===== config.mk =====
export PLATFORM = sky130hd
export DESIGN_NAME = dual_shift_sel
export DESIGN_NICKNAME = d
export VERILOG_FILES = /design/src/rtl/dsr_pkg.sv /design/src/rtl/strobe_edge.sv /design/src/rtl/shift_lane.sv /design/src/rtl/dual_shift_sel.sv
export SDC_FILE = /design/constraint.sdc
export NUM_CORES = 1
export LEC_CHECK = 0
export BUFFER_PORTS_ARGS = -buffer_cell sky130_fd_sc_hd__buf_2
export CORE_MARGIN = 5
export CORE_UTILIZATION = 40
export DETAILED_ROUTE_END_ITERATION = 10
export HOLD_SLACK_MARGIN = 0.15
export MAX_ROUTING_LAYER = met4
export SETUP_SLACK_MARGIN = 0.05
export SYNTH_ARGS = -nofsm -noshare
export SYNTH_HDL_FRONTEND = slang
export SYNTH_SLANG_ARGS = --single-unit

===== constraint.sdc =====
create_clock -name clk -period 2.6 [get_ports clk]
set_input_delay 0.52 -clock clk [delete_from_list [all_inputs] [get_ports clk]]
set_output_delay 0.52 -clock clk [all_outputs]
set_load 0.03 [all_outputs]

===== src/rtl/dsr_pkg.sv =====
package dsr_pkg;

  typedef enum logic {
    PICK_D0 = 1'b0,
    PICK_D1 = 1'b1
  } pick_e;

  function automatic logic pick_bit(input pick_e s, input logic a, input logic b);
    return (s == PICK_D1) ? b : a;
  endfunction

endpackage


===== src/rtl/strobe_edge.sv =====
module strobe_edge (
  input  logic clk,
  input  logic clr_n,
  input  logic strb,
  output logic fire
);

  logic prev_q;

  // The history register is set to 1 during a clear, so a strobe that is
  // held high through the release of the clear is not seen as an edge.
  always_ff @(posedge clk or negedge clr_n) begin
    if (!clr_n) prev_q <= 1'b1;
    else        prev_q <= strb;
  end

  assign fire = strb & ~prev_q;

  p_single_r5: assert property (@(posedge clk) disable iff (!clr_n)
    fire |=> !fire);

  p_level_r4: assert property (@(posedge clk) disable iff (!clr_n)
    (strb && $past(strb)) |-> !fire);

endmodule


===== src/rtl/shift_lane.sv =====
module shift_lane
  import dsr_pkg::*;
#(
  parameter int DEPTH = 8
) (
  input  logic clk,
  input  logic clr_n,
  input  logic fire,
  input  logic sel,
  input  logic d0,
  input  logic d1,
  output logic q
);

  logic [DEPTH-1:0] stg_q;
  logic             nxt_bit;

  assign nxt_bit = pick_bit(pick_e'(sel), d0, d1);

  always_ff @(posedge clk or negedge clr_n) begin
    if (!clr_n)    stg_q <= '0;
    else if (fire) stg_q <= {stg_q[DEPTH-2:0], nxt_bit};
  end

  assign q = stg_q[DEPTH-1];

  p_take_r3: assert property (@(posedge clk) disable iff (!clr_n)
    fire |=> stg_q[0] == $past(sel ? d1 : d0));

  p_shift_r6: assert property (@(posedge clk) disable iff (!clr_n)
    fire |=> stg_q[DEPTH-1:1] == $past(stg_q[DEPTH-2:0]));

  p_hold_r5: assert property (@(posedge clk) disable iff (!clr_n)
    !fire |=> $stable(stg_q));

endmodule


===== src/rtl/dual_shift_sel.sv =====
module dual_shift_sel #(
  parameter int LANES = 2,
  parameter int DEPTH = 8
) (
  input  logic             clk,
  input  logic             clr_n,
  input  logic             sel,
  input  logic [LANES-1:0] d0,
  input  logic [LANES-1:0] d1,
  input  logic             strb_common,
  input  logic [LANES-1:0] strb_lane,
  output logic [LANES-1:0] q_last,
  output logic [LANES-1:0] q_last_n
);

  logic [LANES-1:0] eff_strb;
  logic [LANES-1:0] fire;
  logic [LANES-1:0] last_bit;

  for (genvar g = 0; g < LANES; g++) begin : g_lane
    assign eff_strb[g] = strb_common | strb_lane[g];

    strobe_edge u_edge (
      .clk   (clk),
      .clr_n (clr_n),
      .strb  (eff_strb[g]),
      .fire  (fire[g])
    );

    shift_lane #(.DEPTH(DEPTH)) u_lane (
      .clk   (clk),
      .clr_n (clr_n),
      .fire  (fire[g]),
      .sel   (sel),
      .d0    (d0[g]),
      .d1    (d1[g]),
      .q     (last_bit[g])
    );
  end

  assign q_last   = last_bit;
  assign q_last_n = ~last_bit;

  p_clear_r1: assert property (@(posedge clk)
    !clr_n |-> (q_last == '0 && q_last_n == '1));

  p_lane_only_r8: assert property (@(posedge clk) disable iff (!clr_n)
    (fire == 2'b01) |=> $stable(q_last[1]));

endmodule


# Word-level counts from Yosys, hierarchy flattened
# Cells that the tools add are included.
# classes
muxes,2
bitwise_logic,7
# op_table
operator,n
1-bit AND,2
1-bit two-way mux,2
1-bit inverter,2
2-bit inverter,1
1-bit OR,2
# totals
in_bits,10
register_bits,18
elab_cells,13
output_inout_bits,4

# Logic depth before layout (Yosys ltp)
# Gate-level depths: netlist of the first run.
# logic_depth
depth_word,2
ltp_mapped,2
depth_no_buf,2

# Modules after synthesis
# Synthesis of the first run repeated with hierarchy kept, for this count alone.
# unflattened
hier_cells,46
hier_area_um2,770.7
# by_module_without_submodules
mod,cells_each,seq_area_each_um2,n_inst,area_each_um2
shift_lane,19,200.2,2,335.3
strobe_edge,2,26.3,2,40.0
dual_shift_sel,4,0.0,1,20.0

# Worst setup path before layout of the first run
# Ideal clock, no wire load.
# synth_timing
path_type,in2reg
start,in strb_lane[0]
end,reg g_lane[0].u_lane.stg_q[0]
path_slack_ps,1398
n_path_buf,0
t_required_ps,2475
setup_time_ps,125
t_arrival_ps,1078
stages,2
cell_sequence,o21bai_4 -> mux2_2
# synth_between
elab_chain_len,2
# synth_rtl
item,line,text
"start, declared",dual_shift_sel.sv:11,"input logic [LANES-1:0] strb_lane,"
1-bit OR,dual_shift_sel.sv:21,assign eff_strb[g] = strb_common | strb_lane[g];
1-bit AND,strobe_edge.sv:17,assign fire = strb & ~prev_q;
"end signal, assigned",shift_lane.sv:22,"else if (fire) stg_q <= {stg_q[DEPTH-2:0], nxt_bit};"
"end, declared",shift_lane.sv:15,logic [DEPTH-1:0] stg_q;
# No other way between the ends.
# A chain may end at the register's enable or synchronous reset.

# Worst setup path after layout of the first run
# layout_timing
start,reg g_lane[0].u_lane.stg_q[7]
end,out q_last_n[0]
# layout_between
elab_chain_len,1
# layout_rtl
item,line,text
2-bit inverter,dual_shift_sel.sv:42,assign q_last_n = ~last_bit;
"end, declared",dual_shift_sel.sv:13,output logic [LANES-1:0] q_last_n
# No other way between the ends.

==> results of run 1 <==
==> layer usage <==
layer | vias up | track usage
met3 | 2 | 0.0256
li1 | 182 | -
met4 | 0 | 0.0638
met5 | - | -
met1 | 174 | 0.104
met2 | 16 | 0.120
==> path summary, 6_finish.rpt <==
path,from,to,depth (start not counted),slack (ns)
max reg2reg,g_lane[0].u_edge.prev_q,g_lane[0].u_lane.stg_q[2],2,1.43
max in group asynchronous,clr_n,g_lane[1].u_edge.prev_q,2,1.60
max,g_lane[0].u_lane.stg_q[7],q_last_n[0],2,1.17
min in group asynchronous,clr_n,g_lane[1].u_lane.stg_q[0],2,0.69
min reg2reg,g_lane[1].u_lane.stg_q[3],g_lane[1].u_lane.stg_q[4],1,0.51
min,strb_lane[0],g_lane[0].u_edge.prev_q,2,0.47
==> state kept, by name (all words and copies together), names as in the netlist <==
| signal | count |
|---|---|
| g_lane.u_lane.stg_q | 16 |
| g_lane.u_edge.prev_q | 2 |
==> logic make-up after synthesis <==
kind of cell	count (synthesis)	synth area share
mux	18	0.278
flops	18	0.622
buf+inv	4	0.0309
compound gates	2	0.0516
simple gates	2	0.0172
==> power groups by stage <==
stage	combinational (uW)	sequential, uW	clock, uW
final	227	435	165
after global routing	248	451	185
after CTS	231	437	175
after detailed placement	229	444	0
after global placement	225	442	0
after floorplan	198	429	0
==> cell usage after synthesis, drive strengths merged <==
| master | n |
|---|---|
| dfrtp | 16 |
| dfstp | 2 |
| or2 | 2 |
| inv | 2 |
| mux2 | 18 |
| o21bai | 2 |
| buf | 2 |
==> per-stage QoR <==
step	power [uW]	cells	hold WS [ns]	cell area, sq um	util
floorplan	627	44	0.224	728	-
global placement	667	80	0.470	810	0.469
detailed placement	673	80	0.474	810	0.469
CTS	843	85	0.458	856	0.496
global route	885	85	0.476	856	0.496
finish	827	85	0.473	856	0.496
==> critical path, stage by stage, from the launching register on <==
cell and delay, ns:
dfrtp_1 0.39, inv_1 0.05, buf_2 0.18
==> layout make-up <==
class,instances,area share
Clock buffer,4,0.0424
Tap cell,25,0.0365
Sequential cell,18,0.529
Timing Repair Buffer,14,0.0877
Multi-Input combinational cell,22,0.295
Inverter,2,0.00877
==> impl_metrics.ini, run 1 <==
[power_and_ir_drop]
p_int_uw = 588
clkPwrFrac = 0.200
swShare = 0.289
p_seq_frac = 0.526
power_switching_uw = 239
p_comb_frac = 0.275
p_leak_uw = 0.000390
vdd_ir_drop_max_mv = 0.436
power_density_nw_per_um2 = 966

[clock_network]
cts_tree = yes
ctsHoldBuffers = 1
cts_setup_buffers = 0
ctsLongestPathBuffers = 2
numClockSinks = 18
htreeDepth = 1
path_clk_slew_ns = 0.10
root_buffer = clkbuf_4
cts_resized = 0
clk-insertion-delay-late_ns = 0.29
cts_buffers = 3

[routing]
drc = 0
vias = 374
drtAntennaViolNets = 0
routed.top_layer = met4
drt-vias-per-instance = 4.40
wl_met2_um = 357
wire_per_inst_um = 10.6
m1WireLength_um = 426
first_pass_iters = 1
wl_met3_um = 98
drtIter0Drc = 0
finalWirelength_um = 898

[synth]
synthesis.area_sq_um = 728
ys_types = 7
yosysTopAreaCell = dfrtp_1
synth_area_per_cell_sq_um = 16.5
yosysSeqAreaShare = 0.622
ys_ff_latch = 18
synthCells = 44
syn-num-nets = 54
synth_top_cell_area_share = 0.550
ys_warn_count = 0
synth_top_cells_by_area = dfrtp_1, mux2_2, dfstp_2, o21bai_4, buf_4

[worst_setup_path]
required_ns = 2.08
cp_max_fo = 3
start_kind = flop
cp.arrival_ns = 0.91
cp-end-kind = output port
critPathKind = flop to output port

[sta]
worst_slew_pin_slew_ns = 0.386
setup_viol = 0
rsz0062_at_grt = no
fmax_mhz = 698
fin_ws_ns = 1.17
slew_headroom = 0.742
post-route-period-util = 0.551
finalSetupTns_ns = 0
period_needed_ns = 1.43
hold_violations = 0
skew_ns = 0.00336
finalMaxSlewViolations = 0

[floorplanning]
io_pins = 14
die_area_sq_um = 2770
die_x_um = 52.7
coreArea_sq_um = 1730
die_h_um = 52.7
start_util = 0.422
core.rowCount = 15

[global_routing]
overflow = 0
grt_max_degree = 19
grt_pass1_wl_um = 1610
antenna_found_initial = 0
grt_use_total = 0.0859
grt_pass1_vias = 388

[finish]
seqCellArea_sq_um = 453
layout_common_cells = mux2_2, dfrtp_1, buf_2
syn_to_final_growth_pct = 17.5
multi_input_area_sq_um = 253
antenna_cells = 0
drive_gt1_frac = 0.683
layout.nets = 71
mostFrequentLayoutCell = mux2_2
fillerInstances = 168

[place]
place_congestion = 0.666
dpl_worst_slack_ns = 1.18
port_buffers = 13

[worst_hold_path]
min_path_type = input pin to flop

[run]
drv_cap = 0

[run_status]
status = completed
(Power assumes the default switching activity.)
==> run 2: changes to the inputs <==
- clock period: 2.6 -> 1.25 ns (I/O delays scaled with it)
==> run 2 against run 1 <==
Effect of this change: combinational power increased by 110%; clock-buffer cell count is 1 lower; clock power rose by 66%.
==> impl_metrics.ini, run 2 (synthesis gave the netlist of run 1 again) <==
[global_routing]
grt_use_total = 0.0883
grt_max_degree = 19
antenna_found_initial = 0
grt_pass1_vias = 398
overflow = 0
grt_pass1_wl_um = 1700

[sta]
slew_headroom = 0.744
worst_slew_pin_slew_ns = 0.385
post-route-period-util = 0.931
fmax_mhz = 860
holdWs_ns = 0.204
hold_violations = 0
finalMaxSlewViolations = 0
period_needed_ns = 1.16
setup_viol = 0
rsz0062_at_grt = yes
finalSetupTns_ns = 0
skew_ns = 0.000659

[floorplanning]
core.rowCount = 15
die_area_sq_um = 2770
io_pins = 14
start_util = 0.422
die_x_um = 52.7
coreArea_sq_um = 1730
die_h_um = 52.7

[clock_network]
numClockSinks = 18
cts_tree = yes
clk-insertion-delay-late_ns = 0.28
htreeDepth = 1
cts_buffers = 3
root_buffer = clkbuf_4
path_clk_slew_ns = 0.10
ctsLongestPathBuffers = 2
cts_setup_buffers = 0

[finish]
antenna_cells = 0
final_cells = 84
reg_top3 = g_lane.u_lane.stg_q (16), g_lane.u_edge.prev_q (2)
mostFrequentLayoutCell = mux2_2
syn_to_final_growth_pct = 16.3
largest_reg_flops = 16
layout.nets = 71
regMostFlops = g_lane.u_lane.stg_q
layout_common_cells = mux2_2, dfrtp_1, buf_2
drive_gt1_frac = 0.678

[place]
dp_hpwl_um = 649
dp_cells = 80
place_congestion = 0.642
port_buffers = 13

[routing]
drtAntennaViolNets = 0
drc = 0
drt-vias-per-instance = 4.39
first_pass_iters = 1
wire_per_inst_um = 10.8
finalWirelength_um = 904
drtIter0Drc = 0
vias = 369

[worst_setup_path]
critPathSlowestCell = dfstp_2
worstPathCellList = o21bai_4 > mux2_2
path_delay_family = flip-flops
start_kind = flop
cp-end-kind = flop
required_ns = 1.43
critPathKind = flop to flop
cp_max_fo = 8
timing.critical_path.buf_inv = 0
cp.arrival_ns = 1.34
max_stage_delay_ns = 0.53

[power_and_ir_drop]
vdd_ir_drop_max_mv = 0.754
power_density_nw_per_um2 = 1970
p_leak_uw = 0.000385

[run]
drv_cap = 0

[worst_hold_path]
min_path_type = input pin to flop

[run_status]
status = completed
run 2: power breakdown:
group | total [uW] | internal, uW | switching (uW)
Clock | 274 | 112 | 162
Sequential | 907 | 807 | 100
Combinational | 488 | 255 | 233
run 2: layer usage:
metal,share of wire,track usage,vias up,wire length (um)
li1,-,-,181,-
met1,0.53,0.130,174,481
met2,0.37,0.103,14,333
met3,0.10,0.0256,0,90
met4,0,0.0511,0,0
met5,0,-,-,0
run 2: cell type report:
cell class,count,area [sq um]
Sequential cell,18,453
Inverter,2,7.51
Multi-Input combinational cell,22,253
Fill cell,169,880
Clock buffer,3,22.5
Timing Repair Buffer,14,80.1
Tap cell,25,31.3
run 2: timing repair:
item                       in CTS  in global routing
hold buffers                    1                  0
hold endpoints to repair       16                  0
gates resized for setup         0                  3
setup endpoints to repair       0                  7
run 2: through the flow:
step / power, uW / setup slack, ns / util / instance area, sq um
floorplan: 1300 / 0.134 / - / 728
global placement: 1380 / 0.0933 / 0.469 / 810
CTS: 1670 / 0.0739 / 0.488 / 842
finish: 1670 / 0.0868 / 0.491 / 847
detailed placement: 1400 / 0.0923 / 0.469 / 810
global route: 1790 / 0.0441 / 0.491 / 847
run 2: final timing paths:
path,from,endpoint,slack [ns],depth (start not counted)
max,g_lane[1].u_edge.prev_q,g_lane[1].u_lane.stg_q[2],0.09,2
min reg2reg,g_lane[0].u_lane.stg_q[1],g_lane[0].u_lane.stg_q[2],0.51,1
min in group asynchronous,clr_n,g_lane[1].u_lane.stg_q[6],0.42,2
max reg2reg,g_lane[1].u_edge.prev_q,g_lane[1].u_lane.stg_q[2],0.09,2
max in group asynchronous,clr_n,g_lane[0].u_edge.prev_q,0.52,2
min,strb_lane[1],g_lane[1].u_edge.prev_q,0.20,2
